--- config.mk ---
export PLATFORM = sky130hd
export DESIGN_NAME = bus_err_capture
export DESIGN_NICKNAME = d
export VERILOG_FILES = /design/src/rtl/bec_pkg.sv /design/src/rtl/bec_cause_reg.sv /design/src/rtl/bec_capture_field.sv /design/src/rtl/bec_irq_gate.sv /design/src/rtl/bus_err_capture.sv
export SDC_FILE = /design/constraint.sdc
export NUM_CORES = 1
export LEC_CHECK = 0
export CORE_MARGIN = 10
export CORE_UTILIZATION = 43
export CTS_CLUSTER_SIZE = 10
export DETAILED_ROUTE_END_ITERATION = 10
export PLACE_DENSITY = 0.85
export SLEW_MARGIN = 20
export SYNTH_ARGS = -nofsm -noshare
export SYNTH_HDL_FRONTEND = slang
export SYNTH_HIERARCHICAL = 1
export SYNTH_SLANG_ARGS = --single-unit
--- constraint.sdc ---
create_clock -name clk -period 5.1 [get_ports clk]
set_clock_uncertainty 0.1 [all_clocks]
set_input_delay 0.51 -clock clk [delete_from_list [all_inputs] [get_ports clk]]
set_output_delay 0.51 -clock clk [all_outputs]
set_load 0.1 [all_outputs]
--- src/rtl/bec_pkg.sv ---
package bec_pkg;

   typedef enum logic {
      BEC_SEL_CAUSE = 1'b0,
      BEC_SEL_MASK  = 1'b1
   } bec_sel_e;

endpackage

--- src/rtl/bec_cause_reg.sv ---
module bec_cause_reg #(
   parameter int                   NUM_CAUSE = 8,
   parameter logic [NUM_CAUSE-1:0] IMPL_MASK = '1
) (
   input  logic                 clk,
   input  logic                 rst_n,
   input  logic [NUM_CAUSE-1:0] err_i,
   input  logic                 clr_we_i,
   input  logic [NUM_CAUSE-1:0] clr_data_i,
   output logic [NUM_CAUSE-1:0] cause_o,
   output logic                 any_o
);

   logic [NUM_CAUSE-1:0] cause_q;

   for (genvar gi = 0; gi < NUM_CAUSE; gi++) begin : g_bit
      if (IMPL_MASK[gi]) begin : g_impl
         always_ff @(posedge clk) begin
            if (!rst_n)
               cause_q[gi] <= 1'b0;
            else if (err_i[gi])
               cause_q[gi] <= 1'b1;
            else if (clr_we_i && !clr_data_i[gi])
               cause_q[gi] <= 1'b0;
         end

         // a pulse wins over a clearing write in the same cycle
         a_r3_error_beats_clear: assert property (@(posedge clk) disable iff (!rst_n)
            err_i[gi] |=> cause_o[gi]);

         // a flag only drops through a clearing write
         a_r2_sticky_flag: assert property (@(posedge clk) disable iff (!rst_n)
            (cause_o[gi] && !(clr_we_i && !clr_data_i[gi])) |=> cause_o[gi]);
      end else begin : g_absent
         assign cause_q[gi] = 1'b0;
      end
   end

   assign cause_o = cause_q;
   assign any_o   = |cause_q;

   // bits outside the implemented set never rise
   a_r9_absent_bits_low: assert property (@(posedge clk) disable iff (!rst_n)
      (cause_o & ~IMPL_MASK) == '0);

endmodule

--- src/rtl/bec_capture_field.sv ---
module bec_capture_field #(
   parameter int W = 32
) (
   input  logic         clk,
   input  logic         rst_n,
   input  logic         load_i,
   input  logic [W-1:0] d_i,
   output logic [W-1:0] q_o
);

   initial begin
      assert (W >= 1) else $error("bec_capture_field: W must be at least 1");
   end

   always_ff @(posedge clk) begin
      if (!rst_n)
         q_o <= '0;
      else if (load_i)
         q_o <= d_i;
   end

   // loaded value is the one presented with the error
   a_r4_load_value: assert property (@(posedge clk) disable iff (!rst_n)
      load_i |=> (q_o == $past(d_i)));

   // frozen when no load is requested
   a_r5_frozen: assert property (@(posedge clk) disable iff (!rst_n)
      !load_i |=> $stable(q_o));

endmodule

--- src/rtl/bec_irq_gate.sv ---
module bec_irq_gate #(
   parameter int NUM_CAUSE = 8,
   parameter bit IRQ_PIPE  = 1'b0
) (
   input  logic                 clk,
   input  logic                 rst_n,
   input  logic [NUM_CAUSE-1:0] cause_i,
   input  logic [NUM_CAUSE-1:0] mask_i,
   output logic                 irq_o
);

   logic hit;
   assign hit = |(cause_i & mask_i);

   if (IRQ_PIPE) begin : g_reg
      logic irq_q;
      always_ff @(posedge clk) begin
         if (!rst_n)
            irq_q <= 1'b0;
         else
            irq_q <= hit;
      end
      assign irq_o = irq_q;
   end else begin : g_comb
      assign irq_o = hit;
   end

endmodule

--- src/rtl/bus_err_capture.sv ---
module bus_err_capture
   import bec_pkg::*;
#(
   parameter int                   NUM_CAUSE = 8,
   parameter logic [NUM_CAUSE-1:0] IMPL_MASK = 8'hEF,
   parameter logic [NUM_CAUSE-1:0] MASK_RST  = '0,
   parameter int                   ADDR_W    = 32,
   parameter int                   ATTR_W    = 32,
   parameter int                   CMD_W     = 32,
   parameter int                   PAR_W     = 8,
   parameter bit                   IRQ_PIPE  = 1'b0
) (
   input  logic                 clk,
   input  logic                 rst_n,
   input  logic [NUM_CAUSE-1:0] err_pulse_i,
   input  logic [ADDR_W-1:0]    txn_addr_lo_i,
   input  logic [ADDR_W-1:0]    txn_addr_hi_i,
   input  logic [ATTR_W-1:0]    txn_attr_i,
   input  logic [CMD_W-1:0]     txn_cmd_i,
   input  logic [PAR_W-1:0]     txn_par_i,
   input  logic                 reg_we_i,
   input  logic                 reg_sel_i,
   input  logic [NUM_CAUSE-1:0] reg_wdata_i,
   output logic [NUM_CAUSE-1:0] cause_o,
   output logic [NUM_CAUSE-1:0] mask_o,
   output logic [ADDR_W-1:0]    cap_addr_lo_o,
   output logic [ADDR_W-1:0]    cap_addr_hi_o,
   output logic [ATTR_W-1:0]    cap_attr_o,
   output logic [CMD_W-1:0]     cap_cmd_o,
   output logic [PAR_W-1:0]     cap_par_o,
   output logic                 irq_o
);

   initial begin
      assert (NUM_CAUSE >= 1 && NUM_CAUSE <= 32)
         else $error("bus_err_capture: NUM_CAUSE out of range");
      assert (IMPL_MASK != '0)
         else $error("bus_err_capture: no cause bit implemented");
   end

   bec_sel_e             sel;
   logic                 cause_wr;
   logic                 mask_wr;
   logic [NUM_CAUSE-1:0] err_valid;
   logic                 any_pending;
   logic                 cap_load;
   logic [NUM_CAUSE-1:0] mask_q;

   assign sel       = bec_sel_e'(reg_sel_i);
   assign cause_wr  = reg_we_i && (sel == BEC_SEL_CAUSE);
   assign mask_wr   = reg_we_i && (sel == BEC_SEL_MASK);
   assign err_valid = err_pulse_i & IMPL_MASK;
   assign cap_load  = (|err_valid) && !any_pending;

   bec_cause_reg #(
      .NUM_CAUSE (NUM_CAUSE),
      .IMPL_MASK (IMPL_MASK)
   ) cause_i (
      .clk        (clk),
      .rst_n      (rst_n),
      .err_i      (err_valid),
      .clr_we_i   (cause_wr),
      .clr_data_i (reg_wdata_i),
      .cause_o    (cause_o),
      .any_o      (any_pending)
   );

   always_ff @(posedge clk) begin
      if (!rst_n)
         mask_q <= MASK_RST;
      else if (mask_wr)
         mask_q <= reg_wdata_i;
   end
   assign mask_o = mask_q;

   // mask writes land one cycle later
   a_r7_mask_write: assert property (@(posedge clk) disable iff (!rst_n)
      mask_wr |=> (mask_o == $past(reg_wdata_i)));

   bec_capture_field #(.W(ADDR_W)) cap_alo_i (
      .clk(clk), .rst_n(rst_n), .load_i(cap_load), .d_i(txn_addr_lo_i), .q_o(cap_addr_lo_o));
   bec_capture_field #(.W(ADDR_W)) cap_ahi_i (
      .clk(clk), .rst_n(rst_n), .load_i(cap_load), .d_i(txn_addr_hi_i), .q_o(cap_addr_hi_o));
   bec_capture_field #(.W(ATTR_W)) cap_attr_i (
      .clk(clk), .rst_n(rst_n), .load_i(cap_load), .d_i(txn_attr_i), .q_o(cap_attr_o));
   bec_capture_field #(.W(CMD_W)) cap_cmd_i (
      .clk(clk), .rst_n(rst_n), .load_i(cap_load), .d_i(txn_cmd_i), .q_o(cap_cmd_o));
   bec_capture_field #(.W(PAR_W)) cap_par_i (
      .clk(clk), .rst_n(rst_n), .load_i(cap_load), .d_i(txn_par_i), .q_o(cap_par_o));

   // captures never move while a flag is pending
   a_r5_hold_while_pending: assert property (@(posedge clk) disable iff (!rst_n)
      (cause_o != '0) |=> $stable(cap_addr_lo_o) && $stable(cap_cmd_o));

   bec_irq_gate #(
      .NUM_CAUSE (NUM_CAUSE),
      .IRQ_PIPE  (IRQ_PIPE)
   ) irq_i (
      .clk     (clk),
      .rst_n   (rst_n),
      .cause_i (cause_o),
      .mask_i  (mask_q),
      .irq_o   (irq_o)
   );

endmodule

==> flow_metrics.py, run 1 <==
metrics = {
    "outcome": {
        "status": "finished clean",
    },
    "critical_path": {
        "worst-endpoint-required_ns": 4.49,
        "worst_path_max_delay_cell": "clkdlybuf4s50_1",
        "start_kind": "flip-flop",
        "critical_path_buf_inv_count": 1,
        "cp.arrival_ns": 2.25,
        "path_max_fanout": 4,
        "cp-end-kind": "primary output",
        "crit_family": "buffers and inverters",
        "crit_chain": "a22oi_1 > nand4_1 > clkdlybuf4s50_1",
        "critPathKind": "reg2out",
        "crit_path_max_incr_delay_ns": 1.16,
    },
    "floorplan": {
        "die_area_sq_mm": 0.01903,
        "start_util_pct": 43.44,
        "io-pin-count": 309,
        "core_sq_mm": 0.01377,
        "rows": 43,
        "die_y_um": 138.0,
        "die_x_um": 138.0,
    },
    "timing": {
        "finalMaxSlewViolations": 0,
        "fin_setup_tns_ns": 0,
        "rsz0062_at_grt": "false",
        "period_share_pct": 56.16,
        "finalCriticalPeriod_ns": 2.864,
        "fin_ws_ns": 2.236,
        "setup_viol": 0,
        "tightestPinTransition_ns": 1.049,
        "timing.fmax_ghz": 0.3491,
        "timing.final.hold_violations": 0,
        "relSlewSlack_pct": 29.82,
    },
    "clock_tree": {
        "clock-sinks": 151,
        "cts-htree-levels": 4,
        "cts_made_buffers": 17,
        "cts_resized": 0,
        "cts_root_buf": "clkbuf_16",
        "tritoncts": "done",
        "post_cts_buffers": 0,
        "cts_hold_buf": 0,
        "clk_path_buf_depth": 2,
        "clk_latency_ns": 0.41,
        "clkSlewWorstSetupHoldPaths_ns": 0.06,
    },
    "min_path": {
        "min-delay-path-class": "reg2reg",
    },
    "power": {
        "swShare_pct": 30.16,
        "p_switching_uw": 999.1,
        "leakagePower_uw": 0.003233,
        "p_comb_share_pct": 23.2,
        "internal_power_uw": 2314,
        "p_clk_share_pct": 38.7,
        "ir_worst_vdd_mv": 0.2296,
        "pwr-share-seq_pct": 38.0,
        "powerDensity_mw_per_mm2": 346.4,
    },
    "global_routing": {
        "track_usage_pct": 18.87,
        "grt-ovfl-total": 0,
        "grt_pass1_vias": 5139,
        "antenna_found_initial": 0,
        "grt_first_pass_wirelength_um": 27770,
        "grt_max_degree": 152,
    },
    "detailed_routing": {
        "finalWirelength_um": 18530,
        "wl_per_cell_um": 18.51,
        "viasPerCell": 4.785,
        "first_pass_iters": 4,
        "antenna_left": 0,
        "dr.first_iter.drc_count": 121,
        "drc": 0,
        "vias": 4790,
    },
    "yosys": {
        "avgSynthCellArea_sq_um": 11.64,
        "netlist_area_sq_mm": 0.005983,
        "synthCells": 514,
        "syn-num-nets": 670,
        "yosysWarnings": 6,
    },
    "placed_design": {
        "post-dp-hpwl_um": 14170,
        "place_ws_ns": 2.158,
        "dp_cells": 970,
        "portBuffers": 306,
        "gp_congestion": 0.7834,
    },
    "cells_and_area": {
        "fin_nets": 965,
        "final_core_util_pct": 69.45,
        "drive_gt1_share_pct": 5.116,
        "syn_to_final_growth_pct": 59.87,
        "n_antenna_cell": 0,
        "layout_commonest_cell": "clkdlybuf4s50_1",
        "final-instance-count-excl-fill": 1001,
        "final_cell_mix": "clkdlybuf4s50_1, dfxtp_1, mux2i_1, nor2b_1, clkbuf_16",
    },
    "run": {
        "maxCapViolCount": 0,
    },
}
stage by stage:
step	total power, uW	hold slack (ns)	area, sq um
final	3313	0.4143	9565
after global routing	3427	0.4402	9565
after CTS	3345	0.4186	9562
after detailed placement	2057	0.4034	8952
after global placement	2042	0.3953	8952
after floorplan	1820	0.5382	5983
final cells by class:
cell class / count / area (sq um)
clock buffers: 19 / 432.9
well taps: 180 / 225.2
multi-input cells: 330 / 2596
flip-flops and latches: 151 / 3023
fillers: 1011 / 4208
repair buffers: 309 / 3112
clock inverters: 12 / 176.4
tightest hold or removal path: cells and delay by family, from the launching register on:
family,cells,cell delay [ns]
flip-flops,1,0.32
AND/OR/NAND/NOR,1,0.09
multiplexers,1,0.06
state kept, by name (all words and copies together), names as in the netlist:
name             count
cause_i/cause_o      7
cap_alo_i/q_o       32
cap_ahi_i/q_o       32
cap_attr_i/q_o      32
mask_o               8
cap_par_i/q_o        8
cap_cmd_i/q_o       32
power groups by stage:
stage	logic, uW	registers (uW)	clock network, uW
2_1_floorplan	183	1640	0
3_3_place_gp	762	1280	0
3_5_place_dp	773	1280	0
4_1_cts	776	1260	1310
5_1_grt	802	1260	1360
6_report	770	1260	1280
metal layers:
layer	part of all wire, %	global-route usage [%]
met4	2.9	8.517
met5	0	0
met1	36	18.48
met3	11	9.130
met2	51	33.00
worst paths after layout:
path                      startpoint                end  slack (ns)  cells after the start
setup reg to reg  cause_i/cause_o[3]  cap_ahi_i/q_o[24]        2.61                      6
hold reg to reg    cap_cmd_i/q_o[22]  cap_cmd_i/q_o[22]        0.41                      2
setup / recovery  cause_i/cause_o[0]              irq_o        2.24                      3
hold / removal     cap_cmd_i/q_o[22]  cap_cmd_i/q_o[22]        0.41                      2
Note: power is estimated with default switching activity, not from simulation.
==> run 2, diff against run 1 <==
Settings changed: CORE_UTILIZATION 43 to 40, PLACE_DENSITY 0.85 to 0.8.
Clock period 5.1 ns to 2.88 ns, I/O delays scaled along.
==> flow_metrics.py, run 2 (synthesis gave the netlist of run 1 again) <==
metrics = {
    "outcome": {
        "status": "finished clean",
    },
    "power": {
        "internal_power_uw": 4188,
        "p_comb_share_pct": 22.4,
        "swShare_pct": 29.63,
        "p_clk_share_pct": 40.1,
        "leakagePower_uw": 0.003556,
        "ir_worst_vdd_mv": 0.3464,
        "pwr-share-seq_pct": 37.5,
        "p_switching_uw": 1763,
        "powerDensity_mw_per_mm2": 644.9,
    },
    "clock_tree": {
        "tritoncts": "done",
        "clk_path_buf_depth": 2,
        "cts_made_buffers": 17,
        "post_cts_buffers": 0,
        "clkSlewWorstSetupHoldPaths_ns": 0.06,
        "clk_latency_ns": 0.41,
        "clock-sinks": 151,
        "cts_hold_buf": 0,
        "cts_root_buf": "clkbuf_16",
        "cts_resized": 0,
        "cts-htree-levels": 4,
    },
    "timing": {
        "setup_viol": 0,
        "tightestPinTransition_ns": 0.7699,
        "period_share_pct": 69.51,
        "timing.fmax_ghz": 0.4996,
        "finalMaxSlewViolations": 0,
        "rsz0062_at_grt": "false",
        "fin_setup_tns_ns": 0,
        "relSlewSlack_pct": 48.67,
        "timing.final.hold_violations": 0,
        "finalCriticalPeriod_ns": 2.002,
    },
    "cells_and_area": {
        "syn_to_final_growth_pct": 54.25,
        "fill_cells": 1173,
        "final_cell_mix": "buf_4, clkdlybuf4s50_1, dfxtp_1, mux2i_1, nor2b_1",
        "final_area_sq_mm": 0.009229,
        "layout_commonest_cell": "buf_4",
        "multi_input_area_sq_mm": 0.002596,
        "drive_gt1_share_pct": 23.69,
        "n_antenna_cell": 0,
        "final_core_util_pct": 63.26,
        "seqCellArea_sq_mm": 0.003023,
        "fin_nets": 966,
    },
    "critical_path": {
        "worst-endpoint-required_ns": 3.07,
        "critPathKind": "reg2reg",
        "crit_path_end": "cap_alo_i/q_o[18]",
        "cp-end-kind": "flip-flop",
        "start_kind": "flip-flop",
        "path_max_fanout": 74,
        "rr_startpoint": "cause_i/cause_o[2]",
        "cp.arrival_ns": 2.20,
        "timing.reg2reg.worst_path_depth": 6,
        "rr_endpoint": "cap_alo_i/q_o[18]",
        "critPathLaunch": "cause_i/cause_o[2]",
        "rrSetupSlack_ns": 0.88,
    },
    "placed_design": {
        "portBuffers": 306,
        "post-dp-hpwl_um": 14290,
        "gp_congestion": 0.8155,
        "place_area_sq_mm": 0.008584,
    },
    "floorplan": {
        "die_x_um": 142.3,
        "die_area_sq_mm": 0.02025,
        "start_util_pct": 41.01,
        "core_sq_mm": 0.01459,
        "io-pin-count": 309,
        "die_y_um": 142.3,
        "rows": 44,
    },
    "run": {
        "maxCapViolCount": 0,
    },
    "detailed_routing": {
        "vias": 4743,
        "drc": 0,
        "dr.first_iter.drc_count": 189,
        "finalWirelength_um": 18390,
        "first_pass_iters": 6,
        "viasPerCell": 4.710,
        "antenna_left": 0,
        "wl_per_cell_um": 18.26,
    },
    "global_routing": {
        "track_usage_pct": 17.19,
        "grt_max_degree": 92,
        "grt-ovfl-total": 0,
        "grt_pass1_vias": 5059,
        "grt_first_pass_wirelength_um": 27900,
        "antenna_found_initial": 0,
    },
    "min_path": {
        "min-delay-path-class": "in2reg",
    },
}
-- run 2: changes by cell type in the layout (fill, tap and decap cells not counted), sizes merged --
cell,change
buf,+153
clkbuf,+6
clkinv,-2
clkinvlp,-2
inv,-1
clkdlybuf4s50,-152
-- run 2: routing by layer --
metal  vias to the layer above  GRT usage (%)  wire length, um
met5                         -              0                0
met4                         0          5.964              316
met3                        21          6.142             1535
met2                       185          31.02             9678
met1                      2209          18.03             6860
li1                       2328              -                -
-- run 2: through the flow --
stage          instances  hold WS, ns  setup WS (ns)  total power [uW]
2_1_floorplan        514       0.3162         0.4909              3223
3_3_place_gp         975       0.3977         0.6149              3590
3_5_place_dp         975       0.4046         0.5493              3614
4_1_cts             1007       0.3560         0.8624              6016
5_1_grt             1007       0.3866         0.6844              6147
6_report            1007       0.3482         0.8782              5952
-- run 2: how the worst min path moves through the flow --
stage	startpoint	end	depth (start not counted)
CTS	rst_n	mask_o[5]	2
detailed placement	cap_ahi_i/q_o[2]	cap_ahi_i/q_o[2]	2
floorplan	rst_n	cap_ahi_i/q_o[29]	1
global placement	cap_alo_i/q_o[17]	cap_alo_i/q_o[17]	2
global route	txn_attr_i[17]	cap_attr_i/q_o[17]	3
finish	rst_n	cause_i/cause_o[6]	3
-- run 2: power by group through the flow --
stage                     sequential [uW]  clock [uW]  combinational, uW
after floorplan                      2900           0                324
final                                2230        2390               1330
after CTS                            2230        2440               1340
after detailed placement             2280           0               1340
after global routing                 2240        2520               1380
after global placement               2270           0               1320
-- run 2: final cells by class --
class,instances,area share [%]
Clock buffer,25,5.477
Clock inverter,7,1.505
Multi-Input combinational cell,330,28.13
Sequential cell,151,32.75
Tap cell,184,2.495
Timing Repair Buffer,310,29.64
-- run 2: critical path, cell delays in order (launching register included) --
cell and delay, ns:
dfxtp_1 0.35, nor4_1 0.26, nand2_1 0.12, a21oi_4 0.21, buf_12 0.44, mux2i_1 0.28
nor2b_1 0.07
==> run 3, diff against run 2 <==
Settings changed: CORE_UTILIZATION 40 to 36, PLACE_DENSITY 0.8 to 0.76.
Clock period 2.88 ns to 1.75 ns, I/O delays scaled along.
==> flow_metrics.py, run 3 (synthesis gave the netlist of run 1 again) <==
metrics = {
    "timing": {
        "timing.final.hold_violations": 0,
        "fin_ws_ns": -0.06470,
        "timing.fmax_ghz": 0.5511,
        "finalMaxSlewViolations": 0,
        "finalCriticalPeriod_ns": 1.815,
        "relSlewSlack_pct": 65.80,
        "rsz0062_at_grt": "true",
        "tightestPinTransition_ns": 0.5130,
        "setup_viol": 81,
        "period_share_pct": 103.7,
        "hold_ws_ns": 0.1423,
    },
    "critical_path": {
        "cp-end-kind": "flip-flop",
        "path_max_fanout": 7,
        "critPathLaunch": "cause_i/cause_o[0]",
        "start_kind": "flip-flop",
        "timing.reg2reg.worst_path_depth": 8,
        "rr_endpoint": "cap_ahi_i/q_o[26]",
        "cp.arrival_ns": 2.02,
        "rrSetupSlack_ns": -0.06,
        "critPathKind": "reg2reg",
        "worst-endpoint-required_ns": 1.96,
        "rr_startpoint": "cause_i/cause_o[0]",
        "crit_path_end": "cap_ahi_i/q_o[26]",
    },
    "detailed_routing": {
        "viasPerCell": 4.596,
        "drc": 0,
        "first_pass_iters": 4,
        "wl_per_cell_um": 19.65,
        "finalWirelength_um": 21340,
        "antenna_left": 0,
        "dr.first_iter.drc_count": 162,
        "vias": 4991,
    },
    "cells_and_area": {
        "seqCellArea_sq_mm": 0.003075,
        "syn_to_final_growth_pct": 98.49,
        "multi_input_area_sq_mm": 0.002675,
        "fill_cells": 1084,
        "drive_gt1_share_pct": 31.06,
        "fin_nets": 1009,
        "final_cell_mix": "buf_12, clkdlybuf4s50_1, dfxtp_1, nor2b_1, mux2i_1",
        "layout_commonest_cell": "buf_12",
        "n_antenna_cell": 0,
    },
    "clock_tree": {
        "clk_path_buf_depth": 2,
        "cts-htree-levels": 4,
        "cts_made_buffers": 17,
        "tritoncts": "done",
        "clkSlewWorstSetupHoldPaths_ns": 0.06,
        "cts_root_buf": "clkbuf_16",
        "clock-sinks": 151,
        "clk_latency_ns": 0.42,
    },
    "min_path": {
        "min-delay-path-class": "in2reg",
    },
    "power": {
        "leakagePower_uw": 0.004293,
        "powerDensity_mw_per_mm2": 868.3,
        "ir_worst_vdd_mv": 0.6207,
    },
    "floorplan": {
        "core_sq_mm": 0.01647,
        "start_util_pct": 36.34,
        "die_y_um": 148.9,
        "rows": 47,
        "die_x_um": 148.9,
        "die_area_sq_mm": 0.02218,
        "io-pin-count": 309,
    },
    "global_routing": {
        "track_usage_pct": 17.79,
        "grt-ovfl-total": 0,
        "grt_pass1_vias": 5252,
        "grt_first_pass_wirelength_um": 30800,
        "antenna_found_initial": 0,
        "grt_max_degree": 86,
    },
    "outcome": {
        "violations": "negative setup slack",
        "status": "finished with violations",
    },
    "placed_design": {
        "place_ws_ns": -0.2946,
        "gp_congestion": 0.7582,
        "post-dp-hpwl_um": 15920,
        "portBuffers": 306,
    },
    "run": {
        "maxCapViolCount": 0,
    },
}
[run 3: cell types whose count changed in the layout (fill, tap and decap cells not counted), moves of 8 or more]
cell,before,now
buf_12,2,158
buf_4,155,20
dfxtp_1,151,137
dfxtp_4,0,14
mux2i_1,136,128
[run 3: metrics by stage]
step / util, % / setup TNS, ns / cells / instance area [sq um] / power (uW)
2_1_floorplan: - / -6.082 / 514 / 6047 / 5301
3_3_place_gp: 65.95 / -27.38 / 1041 / 10860 / 6435
3_5_place_dp: 65.95 / -29.44 / 1041 / 10860 / 6468
4_1_cts: 70.20 / -2.018 / 1077 / 11560 / 10320
5_1_grt: 72.13 / -11.84 / 1086 / 11880 / 10670
6_report: 72.13 / -1.612 / 1086 / 11880 / 10310
[run 3: worst min-delay path by stage]
stage | start | end | cells past startpoint
floorplan | rst_n | cause_i/cause_o[0] | 2
global placement | cap_ahi_i/q_o[7] | cap_ahi_i/q_o[7] | 2
detailed placement | cap_ahi_i/q_o[5] | cap_ahi_i/q_o[5] | 2
CTS | rst_n | mask_o[7] | 3
global route | rst_n | mask_o[5] | 3
finish | rst_n | mask_o[6] | 3
[run 3: cell type report]
cell class / instances / share of cell area, %
repair buffers: 353 / 44.07
multi-input cells: 330 / 22.52
flip-flops and latches: 151 / 25.90
well taps: 220 / 2.318
clock buffers: 20 / 4.024
clock inverters: 12 / 1.169
[run 3: critical path, cell delays in order, from the launching register on]
cell and delay [ns]:
dfxtp_4 0.34, nor4_2 0.24, nand2_1 0.12, a21oi_4 0.15
buf_12 0.14, buf_12 0.15, buf_4 0.17, mux2i_2 0.24
nor2b_1 0.06
[run 3: report_power, final]
group          switching [uW]  internal (uW)
clock network            1520           2280
registers                 158           3580
logic                    1540           1240
[run 3: timing repair]
item                                    CTS  global route
hold buffers                              0             0
gates cloned                              1             8
resized for setup                         8            29
buffers inserted                          3             1
pin swaps                                 3             4
endpoints found under the setup margin  133           137
[run 3: per-layer routing]
layer,global-route usage (%),share of wire [%],vias to the layer above
li1,-,-,2416
met1,19.04,37,2353
met2,30.07,51,198
met3,8.768,10,24
met4,5.790,1.7,0
met5,0,0,-
